File: config.mk
export PLATFORM = sky130hd
export DESIGN_NAME = swk_standby_seq
export DESIGN_NICKNAME = d
export VERILOG_FILES = /design/src/rtl/swk_pkg.sv /design/src/rtl/swk_scaler.sv /design/src/rtl/swk_rtc.sv /design/src/rtl/swk_fsm.sv /design/src/rtl/swk_standby_seq.sv
export SDC_FILE = /design/constraint.sdc
export NUM_CORES = 1
export LEC_CHECK = 0
export BUFFER_PORTS_ARGS = -buffer_cell sky130_fd_sc_hd__buf_2
export CAP_MARGIN = 10
export CORE_ASPECT_RATIO = 1.25
export CORE_UTILIZATION = 51
export CTS_CLUSTER_DIAMETER = 60
export DETAILED_ROUTE_END_ITERATION = 6
export PLACE_DENSITY_LB_ADDON = 0.2
export SYNTH_ARGS = -nofsm -noshare
export SYNTH_HDL_FRONTEND = slang
export SYNTH_SLANG_ARGS = --single-unit
File: constraint.sdc
create_clock -name clk_i -period 2 [get_ports clk_i]
set_input_delay 0.2 -clock clk_i [delete_from_list [all_inputs] [get_ports clk_i]]
set_output_delay 0.2 -clock clk_i [all_outputs]
set_load 0.05 [all_outputs]
File: src/rtl/swk_pkg.sv
package swk_pkg;
    typedef enum logic [1:0] {
        ST_RUN     = 2'd0,
        ST_SLEEP   = 2'd1,
        ST_SERVICE = 2'd2
    } swk_state_e;
endpackage

File: src/rtl/swk_scaler.sv
module swk_scaler #(
    parameter int TICK_DIV   = 20480,
    parameter int WAKE_TICKS = 128
) (
    input  logic clk_i,
    input  logic rst_ni,
    output logic tick_o,
    output logic wake_o
);
    localparam int PW = (TICK_DIV > 1) ? $clog2(TICK_DIV) : 1;
    localparam int WW = (WAKE_TICKS > 1) ? $clog2(WAKE_TICKS) : 1;

    typedef struct packed {
        logic [PW-1:0] pre;
        logic [WW-1:0] wk;
    } scl_t;

    scl_t sc_d, sc_q;
    logic pre_last, wk_last;

    always_comb begin
        pre_last = (sc_q.pre == PW'(TICK_DIV - 1));
        wk_last  = (sc_q.wk == WW'(WAKE_TICKS - 1));
        sc_d     = sc_q;
        if (pre_last) begin
            sc_d.pre = '0;
            sc_d.wk  = wk_last ? '0 : sc_q.wk + 1'b1;
        end else begin
            sc_d.pre = sc_q.pre + 1'b1;
        end
    end

    always_ff @(posedge clk_i) begin
        if (!rst_ni) sc_q <= '0;
        else         sc_q <= sc_d;
    end

    assign tick_o = pre_last;
    assign wake_o = pre_last & wk_last;
endmodule

File: src/rtl/swk_rtc.sv
module swk_rtc #(
    parameter int RTC_W = 32,
    parameter int STEP  = 128
) (
    input  logic             clk_i,
    input  logic             rst_ni,
    input  logic             inc_one_i,
    input  logic             inc_lump_i,
    output logic [RTC_W-1:0] rtc_o
);
    localparam logic [RTC_W-1:0] STEP_V = RTC_W'(STEP);

    typedef struct packed {
        logic [RTC_W-1:0] cnt;
    } rtc_t;

    rtc_t r_d, r_q;

    always_comb begin
        r_d = r_q;
        if (inc_lump_i)     r_d.cnt = r_q.cnt + STEP_V;
        else if (inc_one_i) r_d.cnt = r_q.cnt + 1'b1;
    end

    always_ff @(posedge clk_i) begin
        if (!rst_ni) r_q <= '0;
        else         r_q <= r_d;
    end

    assign rtc_o = r_q.cnt;
endmodule

File: src/rtl/swk_fsm.sv
module swk_fsm
    import swk_pkg::*;
#(
    parameter int SERVICE_CYC = 4
) (
    input  logic       clk_i,
    input  logic       rst_ni,
    input  logic       tick_i,
    input  logic       wake_i,
    input  logic       allow_i,
    output swk_state_e state_o,
    output logic       power_o,
    output logic       inc_one_o,
    output logic       inc_lump_o
);
    localparam int CW = (SERVICE_CYC > 1) ? $clog2(SERVICE_CYC) : 1;

    typedef struct packed {
        swk_state_e    st;
        logic [CW-1:0] cnt;
        logic          pwr;
    } fsm_t;

    fsm_t f_d, f_q;

    always_comb begin
        f_d        = f_q;
        inc_one_o  = tick_i && (f_q.st != ST_SLEEP);
        inc_lump_o = wake_i && (f_q.st == ST_SLEEP);
        case (f_q.st)
            ST_RUN: begin
                if (allow_i) begin
                    f_d.st  = ST_SLEEP;
                    f_d.pwr = 1'b0;
                end
            end
            ST_SLEEP: begin
                if (wake_i) begin
                    f_d.st  = ST_SERVICE;
                    f_d.cnt = CW'(SERVICE_CYC - 1);
                    f_d.pwr = 1'b1;
                end
            end
            ST_SERVICE: begin
                if (f_q.cnt == '0) begin
                    f_d.st  = allow_i ? ST_SLEEP : ST_RUN;
                    f_d.pwr = !allow_i;
                end else begin
                    f_d.cnt = f_q.cnt - 1'b1;
                end
            end
            default: begin
                f_d.st  = ST_RUN;
                f_d.cnt = '0;
                f_d.pwr = 1'b1;
            end
        endcase
    end

    always_ff @(posedge clk_i) begin
        if (!rst_ni) begin
            f_q.st  <= ST_RUN;
            f_q.cnt <= '0;
            f_q.pwr <= 1'b1;
        end else begin
            f_q <= f_d;
        end
    end

    assign state_o = f_q.st;
    assign power_o = f_q.pwr;
endmodule

File: src/rtl/swk_standby_seq.sv
module swk_standby_seq
    import swk_pkg::*;
#(
    parameter int TICK_DIV    = 20480,
    parameter int WAKE_TICKS  = 128,
    parameter int SERVICE_CYC = 4,
    parameter int RTC_W       = 32
) (
    input  logic             clk_i,
    input  logic             rst_ni,
    input  logic             standby_allow_i,
    output logic             power_en_o,
    output logic [RTC_W-1:0] rtc_o,
    output logic             tick_o,
    output logic             wake_tick_o,
    output logic [1:0]       state_o
);
    logic       tick, wake, inc_one, inc_lump;
    swk_state_e state;

    swk_scaler #(
        .TICK_DIV  (TICK_DIV),
        .WAKE_TICKS(WAKE_TICKS)
    ) u_scaler (
        .clk_i (clk_i),
        .rst_ni(rst_ni),
        .tick_o(tick),
        .wake_o(wake)
    );

    swk_fsm #(
        .SERVICE_CYC(SERVICE_CYC)
    ) u_fsm (
        .clk_i     (clk_i),
        .rst_ni    (rst_ni),
        .tick_i    (tick),
        .wake_i    (wake),
        .allow_i   (standby_allow_i),
        .state_o   (state),
        .power_o   (power_en_o),
        .inc_one_o (inc_one),
        .inc_lump_o(inc_lump)
    );

    swk_rtc #(
        .RTC_W(RTC_W),
        .STEP (WAKE_TICKS)
    ) u_rtc (
        .clk_i     (clk_i),
        .rst_ni    (rst_ni),
        .inc_one_i (inc_one),
        .inc_lump_i(inc_lump),
        .rtc_o     (rtc_o)
    );

    assign tick_o      = tick;
    assign wake_tick_o = wake;
    assign state_o     = state;
endmodule

==> out/results.ini, run 1 <==
[floorplan]
core_area_sq_um = 5480
ios = 40
die_width_microns = 69.9
die-area_sq_um = 6070
start_util_pct = 53.6
num_rows = 30
fp.dieH_microns = 86.9

[detailed_routing]
vias_per_cell = 5.66
drt_wl_total_mm = 7.16
ant_nets = 0
vias = 2785
firstDrtPassIters = 5
routedWlPerCell_microns = 14.6
initialDrtViolationCount = 99
drcViolationCount = 0

[sta]
skew_ns = 0.00782
clock.fmax_mhz = 496
layout_setup_ws_ns = -0.0167
setup_viol = 1
tightest_slew_ns = 0.438
max_slew_margin_pct = 70.5
hold_viol_final = 0
holdWs_ns = 0.204
rsz0062_at_grt = true
fin_crit_sh_pct = 101
period_minus_slack_ns = 2.02
slew_viol_final = 0
fin_setup_tns_ns = -0.0167

[global_route]
grt_max_degree = 32
grt.total_usage_pct = 23.9
grt_use_met2_pct = 41.1
met3_usage_pct = 3.70
antenna_found_initial = 0
grt_first_pass_wirelength_mm = 11.6
use_met1_pct = 29.1
grt_busiest_layer = met2
grt_overflow = 0
grt_pass1_vias = 2564

[synthesis]
syn-num-nets = 354
seq_area_frac_synth_pct = 40.2
synth_top_area_share_pct = 40.2
synth_largest_area_cell = dfxtp_1
synth_async_sr_flop_share_pct = 0
ys_warn_count = 0
synthDistinctLibCells = 47
netlist_instances = 341
avgSynthCellArea_sq_um = 8.62
ys_top_cells_by_count = dfxtp_1 (59), nor2_1 (35), nand2_1 (29)
netlist_area_sq_um = 2940
ys_top_cells_by_area = dfxtp_1 (40%), nor2_1 (4.5%), xnor2_1 (4.5%)
yosysMostFrequentCell = dfxtp_1
synth_seq_cells = 59
synth_edf_count = 0
synthFlopType = dfxtp_1

[layout]
fillers = 437
fin_nets = 437
fin_util_pct = 70.3
antennaDiodeCount = 0
area_growth_pct = 31.1
stdcell_count = 492
drive_gt1_share_pct = 33.9
stdcell_area_sq_um = 3850

[setup_path]
crit_chain = or3b_4 > nor4_4 > buf_4 > o211ai_4 > or4b_1 > a21oi_1
start_kind = flip-flop
max_stage_delay_ns = 0.53
crit_fanout = 7
path_buf_inv = 1
crit_slowest_cell = or4b_1
cp.required_ns = 2.27
worstPathArrival_ns = 2.29
reg2regPathDepth = 6
cp-end-kind = flip-flop
crit_family = simple AND/OR/NAND/NOR gates
timing_worst_setup_path_type = reg2reg
worst-path-stages = 6

[cts]
cts-root-buf = clkbuf_8
hold_buffers = 0
cts.sinks = 59
max-clock-path-buffers = 2
cts_htree_levels = 3
path_clk_slew_ns = 0.06
tritoncts = built
cts_made_buffers = 9
clk-insertion-delay-late_ns = 0.34

[pwr]
cellPowerDensity_nw_per_um2 = 682
peakVddDrop_uv = 360
leakage_nw = 1.61

[outcome]
outcome = complete, but fails checks
violations = negative setup slack

[placement]
placed_area_sq_um = 3460
gp_congestion = 0.773
dp_hpwl_mm = 4.89
port_buffers = 39
dp.cells = 465

[worst_hold_path]
hold_class = in2reg
whs_path_depth = 2

[run]
cap_viol_max_count = 0

-- where the power goes --
group,internal [mW],total [mW],switching (mW)
clock network,0.470,0.921,0.451
registers,1.21,1.23,0.0181
logic,0.193,0.479,0.287
total,1.87,2.63,0.755
-- registers in the layout, indices dropped and copies added (netlist names) --
name           flops
u_rtc.rtc_o       32
u_scaler.sc_q     22
u_fsm.state_o      2
u_fsm.power_o      1
u_fsm.f_q          2
-- through the flow --
stage	setup slack, ns	power, mW
after global placement	0.000932	1.67
after CTS	-0.0110	2.59
final	-0.0167	2.63
after global routing	-0.113	2.73
after detailed placement	-0.0656	1.69
after floorplan	0.00888	1.58
-- placed cells by master, fill, tap and decap left out, types with 8 or more instances in the layout --
| cell | netlist | layout |
|---|---|---|
| xor2_1 | 14 | 14 |
| nor2_1 | 35 | 34 |
| nand3_1 | 21 | 21 |
| inv_1 | 14 | 13 |
| or3_1 | 10 | 10 |
| mux2i_1 | 8 | 8 |
| o21ai_0 | 18 | 17 |
| xnor2_1 | 15 | 15 |
| buf_2 | 2 | 37 |
| clkbuf_8 | 0 | 10 |
| a21oi_1 | 19 | 19 |
| buf_4 | 4 | 44 |
| nand2_1 | 29 | 28 |
| dfxtp_1 | 59 | 37 |
| ha_1 | 10 | 8 |
| dfxtp_2 | 0 | 22 |
| nand4_1 | 11 | 11 |
-- area by class of cell --
type                       count  area, sq um  area share [%]
tap                           64         80.1            2.08
multi-input combinational    253         1770            45.9
timing repair buffer          86          572            14.8
sequential                    59         1210            31.4
clock inverter                 3         15.0           0.390
clock buffer                  12          145            3.77
inverter                      15         63.8            1.66
-- repair_timing --
item                                    in CTS  in global routing
pin swaps                                    2                 13
endpoints found under the setup margin      12                 21
setup buffers                                2                 11
resized for setup                            9                 21
-- kinds of logic (layout without fill, tap and decap cells) --
| logic type | Yosys count | after routing | synth area share, % |
|---|---|---|---|
| adders and majority gates | 10 | 10 | 4.26 |
| buffers and inverters | 29 | 116 | 4.30 |
| muxes | 8 | 8 | 2.73 |
| and+or+nand+nor | 149 | 149 | 27.3 |
| xor gates and xnor gates | 29 | 29 | 8.65 |
| AOI/OAI and AO/OA | 57 | 57 | 12.6 |
| DFF | 59 | 59 | 40.2 |
-- metal layers --
layer,part of all wire (%),vias up
li1,-,1381
met3,2.8,6
met2,51,64
met4,1.2,0
met1,45,1334
met5,0,-
-- worst paths after layout --
path | start | endpoint | slack, ns
setup / recovery | u_scaler.sc_q[20] | u_rtc.rtc_o[17] | -0.02
setup reg to reg | u_scaler.sc_q[20] | u_rtc.rtc_o[17] | -0.02
hold reg to reg | u_fsm.power_o | u_fsm.power_o | 0.45
hold / removal | rst_ni | u_rtc.rtc_o[30] | 0.20
No activity file was read; power rests on OpenSTA's default activity.
==> run 2, diff against run 1 <==
Settings changed: GPL_TIMING_DRIVEN from default to 0.
==> run 2 against run 1 <==
Net effect: the flow now finishes without violations; cell count decreased by 1.8%; via count decreased by 1.1%; first-iteration DRC count decreased by 7.1%; combinational power decreased by 7.1%; clock-buffer cell count increased by 1; die area unchanged; sequential cell count unchanged; setup slack improved by 0.045 ns; wire length increased by 1.0%; clock skew increased by 0.0028 ns; critical path depth increased by 1; critical endpoint is now u_rtc.rtc_o[16]; largest cell class unchanged.
==> out/results.ini, run 2 (synthesis results as in run 1) <==
[placement]
dp_hpwl_mm = 4.49  ; -8.2%
gp_congestion = 0.767  ; -0.84%
port_buffers = 39  ; unchanged
dp.cells = 444  ; -4.5%

[sta]
slew_viol_final = 0  ; unchanged
tightest_slew_ns = 0.565  ; +0.127 ns
clock.fmax_mhz = 507  ; +2.3%
fin_crit_sh_pct = 98.6  ; -2.3 points
setup_viol = 0  ; -1
hold_viol_final = 0  ; unchanged
rsz0062_at_grt = true
skew_ns = 0.0106  ; +0.00279 ns
max_slew_margin_pct = 62.3  ; -8.2 points
period_minus_slack_ns = 1.97  ; -0.0453 ns

[pwr]
finalPower_mw = 2.69  ; +2.6%
peakVddDrop_uv = 618  ; +72%
cellPowerDensity_nw_per_um2 = 699  ; +2.6%
leakage_nw = 1.55  ; -3.4%

[cts]
cts_htree_levels = 3  ; unchanged
clk-insertion-delay-late_ns = 0.35  ; about the same
cts_made_buffers = 9  ; unchanged
cts.sinks = 59  ; unchanged
tritoncts = built
path_clk_slew_ns = 0.07  ; about the same
cts-root-buf = clkbuf_8
hold_buffers = 0  ; unchanged
max-clock-path-buffers = 2  ; unchanged

[setup_path]
ff2ff_setup_slack_ns = 0.03  ; +0.05 ns
max_stage_delay_ns = 0.54  ; about the same
crit_path_start = u_scaler.sc_q[0]
timing.rr.end = u_rtc.rtc_o[16]
crit_fanout = 4  ; -3
start_kind = flip-flop
r2r-start = u_scaler.sc_q[0]
worstPathArrival_ns = 2.24  ; -0.05 ns
path_buf_inv = 1  ; unchanged
crit_chain = ha_4 > and4_4 > and4_4 > buf_6 > o21ai_1 > or4_1 > a21oi_1
cp.required_ns = 2.27  ; about the same
path_common_cell = and4_4
cp-end-kind = flip-flop
endpoint = u_rtc.rtc_o[16]
timing_worst_setup_path_type = reg2reg
crit_family = simple AND/OR/NAND/NOR gates
crit_slowest_cell = or4_1
worst-path-stages = 7  ; +1
reg2regPathDepth = 7  ; +1

[global_route]
antenna_found_initial = 0  ; unchanged
use_met1_pct = 28.3  ; -0.77 points
grt_pass1_vias = 2428  ; -5.3%
met3_usage_pct = 3.24  ; -0.46 points
grt_busiest_layer = met2
grt.total_usage_pct = 23.0  ; -0.86 points
grt_overflow = 0  ; unchanged
grt_first_pass_wirelength_mm = 11.0  ; -5.1%
grt_max_degree = 11  ; -66%
grt_use_met2_pct = 39.0  ; -2.1 points

[floorplan]
die_width_microns = 69.9  ; unchanged
start_util_pct = 53.6  ; unchanged
num_rows = 30  ; unchanged
fp.dieH_microns = 86.9  ; unchanged
die-area_sq_um = 6070  ; unchanged
ios = 40  ; unchanged
core_area_sq_um = 5480  ; unchanged

[run]
cap_viol_max_count = 0  ; unchanged

[layout]
layout_commonest_cell = buf_2
fin_util_pct = 70.3  ; about the same
multiInputGateArea_sq_um = 1810  ; +2.4%
largest_register_ff_count = 32  ; unchanged
drive_gt1_share_pct = 34.1  ; +0.25 points
fin_nets = 428  ; -2.1%
most-common-layout-cells = buf_2 (38), nor2_1 (35), nand2_1 (29), dfxtp_1 (28), dfxtp_2 (27)
stdcell_count = 483  ; -1.8%
fillers = 413  ; -5.5%
area_growth_pct = 31.1  ; about the same
seqCellArea_sq_um = 1230  ; +1.8%
antennaDiodeCount = 0  ; unchanged

[detailed_routing]
routedWlPerCell_microns = 15.0  ; +2.9%
drcViolationCount = 0  ; unchanged
firstDrtPassIters = 4  ; -1
drt_wl_total_mm = 7.23  ; +1.0%
vias_per_cell = 5.70  ; +0.77%
ant_nets = 0  ; unchanged
initialDrtViolationCount = 92  ; -7.1%
vias = 2755  ; -1.1%

[worst_hold_path]
hold_class = in2reg

[outcome]
outcome = complete, no violations

==> run 2: changes by cell type in the layout (fill, tap and decap cells not counted), sizes merged <==
cell	delta
buf	-15
clkbuf	+7
clkinv	-1
==> run 2: how the worst min path moves through the flow <==
stage / start / to / depth (start not counted)
after floorplan: rst_ni / u_rtc.rtc_o[27] / 2
after global placement: u_scaler.sc_q[7] / u_scaler.sc_q[7] / 1
after detailed placement: u_scaler.sc_q[7] / u_scaler.sc_q[7] / 1
after CTS: rst_ni / u_rtc.rtc_o[27] / 3
after global routing: rst_ni / u_rtc.rtc_o[31] / 3
final: rst_ni / u_rtc.rtc_o[27] / 3
==> run 2: routing by layer <==
metal	vias to the layer above	part of all wire [%]
li1	1367	-
met1	1324	43
met2	57	52
met3	7	4.2
met4	0	1.3
met5	-	0
==> run 2: worst min-delay path, cell delays in order <==
cell      delay [ns]
buf_2           0.13
nand2b_1        0.08
mux2i_1         0.06
==> run 2: timing repair <==
item,in CTS,in global routing
cloned,0,0
buffers inserted,10,14
resized for setup,23,32
pin swaps,5,15
endpoints found under the setup margin,26,29
==> run 2: layout make-up <==
type / instances / area share [%]
timing repair buffer: 63 / 10.4
buffer: 14 / 2.24
clock inverter: 2 / 0.260
tap: 64 / 2.08
multi-input combinational: 253 / 47.0
inverter: 15 / 1.72
sequential: 59 / 31.9
clock buffer: 13 / 4.38
==> run 2: power by group <==
group / total (mW) / internal [mW] / switching (mW)
clock network: 1.00 / 0.540 / 0.462
logic: 0.445 / 0.175 / 0.271
registers: 1.25 / 1.21 / 0.0370
==> run 2: metrics by stage <==
step           setup slack [ns]  setup TNS (ns)  instance area, sq um  hold WS, ns
2_1_floorplan           0.00888               0                  2990        0.356
3_3_place_gp             -0.266           -3.71                  3270        0.427
3_5_place_dp             -0.315           -4.76                  3270        0.439
4_1_cts                 -0.0109         -0.0327                  3600        0.169
5_1_grt                 -0.0374          -0.291                  3850        0.191
6_report                 0.0286               0                  3850        0.180
==> run 3, diff against run 2 <==
Settings changed: CORE_UTILIZATION 51 to 48, SETUP_SLACK_MARGIN from default to 0.05.
Clock period 2 ns to 2.06 ns, I/O delays scaled along.
==> run 3 against run 2 <==
Net effect: core utilization fell by 6.2 points; sequential cell count did not move; largest cell class unchanged; first-iteration DRC count rose by 37%; clock-buffer cell count did not move; die area rose by 6.1%; largest power group unchanged; critical path type is now reg2out.
==> out/results.ini, run 3 (synthesis results as in run 1) <==
[outcome]
outcome = complete, no violations

[cts]
cts_made_buffers = 9  ; unchanged
cts-root-buf = clkbuf_8
cts.sinks = 59  ; unchanged
cts_htree_levels = 3  ; unchanged
clk-insertion-delay-late_ns = 0.33  ; -0.02 ns
path_clk_slew_ns = 0.06  ; about the same
hold_buffers = 0  ; unchanged
max-clock-path-buffers = 2  ; unchanged
tritoncts = built

[floorplan]
fp.dieH_microns = 89.5  ; +3.0%
die_width_microns = 72.0  ; +3.0%
die-area_sq_um = 6440  ; +6.1%
core_area_sq_um = 5860  ; +6.9%
num_rows = 31  ; +3.3%
start_util_pct = 50.2  ; -3.4 points
ios = 40  ; unchanged

[run]
cap_viol_max_count = 0  ; unchanged

[detailed_routing]
highest_layer = met4
met3_length_microns = 359  ; +19%
drt_wl_total_mm = 6.77  ; -6.4%
routedWlPerCell_microns = 13.7  ; -8.5%
vias_per_cell = 5.49  ; -3.8%
firstDrtPassIters = 4  ; unchanged
vias = 2710  ; -1.6%
drcViolationCount = 0  ; unchanged
initialDrtViolationCount = 126  ; +37%
m1WireLength_mm = 2.94  ; -4.9%
ant_nets = 0  ; unchanged
wl_met2_mm = 3.36  ; -10%

[setup_path]
max_stage_delay_ns = 0.36  ; -0.18 ns
timing_worst_setup_path_type = reg2out
worstPathArrival_ns = 1.74  ; -0.50 ns
crit_family = buffers and inverters
path_common_cell = buf_4
path_buf_inv = 4  ; +3
crit_chain = ha_4 > and3_1 > buf_4 > nand4_4 > clkinv_4 > buf_4 > buf_2
cp-end-kind = output pin
start_kind = flip-flop
crit_slowest_cell = dfxtp_4
crit_fanout = 5  ; +1
cp.required_ns = 1.85  ; -0.42 ns

[placement]
port_buffers = 39  ; unchanged
dp.cells = 462  ; +4.1%
dp_hpwl_mm = 4.53  ; +0.85%
gp_congestion = 0.779  ; +1.6%

[global_route]
grt.total_usage_pct = 21.9  ; -1.2 points
grt_overflow = 0  ; unchanged
grt_first_pass_wirelength_mm = 10.9  ; -0.89%
grt_pass1_vias = 2415  ; -0.54%
grt_max_degree = 11  ; unchanged
antenna_found_initial = 0  ; unchanged

[layout]
drive_gt1_share_pct = 31.8  ; -2.3 points
most-common-layout-cells = buf_2 (38), nor2_1 (35), dfxtp_1 (30), nand2_1 (29), dfxtp_2 (25)
area_growth_pct = 27.8
stdcell_count = 494  ; +2.3%
antennaDiodeCount = 0  ; unchanged
fin_nets = 421  ; -1.6%
largest_register_ff_count = 32  ; unchanged
layout_commonest_cell = buf_2

[sta]
rsz0062_at_grt = false
skew_ns = 0.00600  ; -0.00461 ns
fin_crit_sh_pct = 94.4
period_minus_slack_ns = 1.95
slew_viol_final = 0  ; unchanged
hold_viol_final = 0  ; unchanged
setup_viol = 0  ; unchanged
tightest_slew_ns = 0.623  ; +0.0582 ns
max_slew_margin_pct = 58.5  ; -3.9 points
clock.fmax_mhz = 514

[pwr]
peakVddDrop_uv = 423  ; -32%
leakage_nw = 1.51  ; -2.7%
cellPowerDensity_nw_per_um2 = 685  ; -2.1%
finalPower_mw = 2.57  ; -4.6%

[worst_hold_path]
hold_class = in2reg

run 3: what timing repair did:
item                       in CTS  in global routing
resized for setup              28                 20
setup endpoints to repair      28                 27
hold endpoints to repair        0                  0
setup buffers                  11                  6
pin swaps                       4                  9
run 3: final timing paths:
check	startpoint	endpoint	slack [ns]	cells after the start
setup / recovery	u_scaler.sc_q[7]	tick_o	0.11	7
hold / removal	rst_ni	u_rtc.rtc_o[31]	0.19	3
setup reg to reg	u_scaler.sc_q[0]	u_rtc.rtc_o[17]	0.12	7
hold reg to reg	u_scaler.sc_q[7]	u_scaler.sc_q[7]	0.44	1
run 3: metal layers:
metal  GRT usage, %  vias up
li1               -     1354
met1           26.2     1284
met2           36.7       63
met3           5.64        9
met4           10.5        0
met5              0        -
run 3: layout make-up:
type,count,area [sq um]
buffer,14,82.6
clock inverter,2,10.0
fill,499,2100
inverter,15,61.3
clock buffer,13,169
sequential,59,1230
tap,82,103
multi-input combinational,253,1770
timing repair buffer,56,333
run 3: worst min-delay path, delay by kind of cell:
| family | cells | cell delay [ns] |
|---|---|---|
| buffers and inverters | 1 | 0.13 |
| muxes | 1 | 0.06 |
| and+or+nand+nor | 1 | 0.07 |
run 3: stage by stage:
step	TNS [ns]	setup WS [ns]	utilization, %	hold WS, ns	cell area, sq um
after detailed placement	-4.06	-0.346	56.0	0.436	3280
after global routing	0	0.0347	64.1	0.201	3750
after global placement	-3.34	-0.287	56.0	0.424	3280
after CTS	0	0.0378	62.2	0.179	3640
final	0	0.115	64.1	0.192	3750
after floorplan	0	0.0414	-	0.362	2980
run 3: power by group:
group | total [mW] | switching (mW) | internal [mW] | leakage [nW]
sequential | 1.21 | 0.0343 | 1.17 | 0.492
combinational | 0.409 | 0.249 | 0.160 | 0.926
clock | 0.955 | 0.430 | 0.525 | 0.0953
total | 2.57 | 0.714 | 1.86 | 1.51
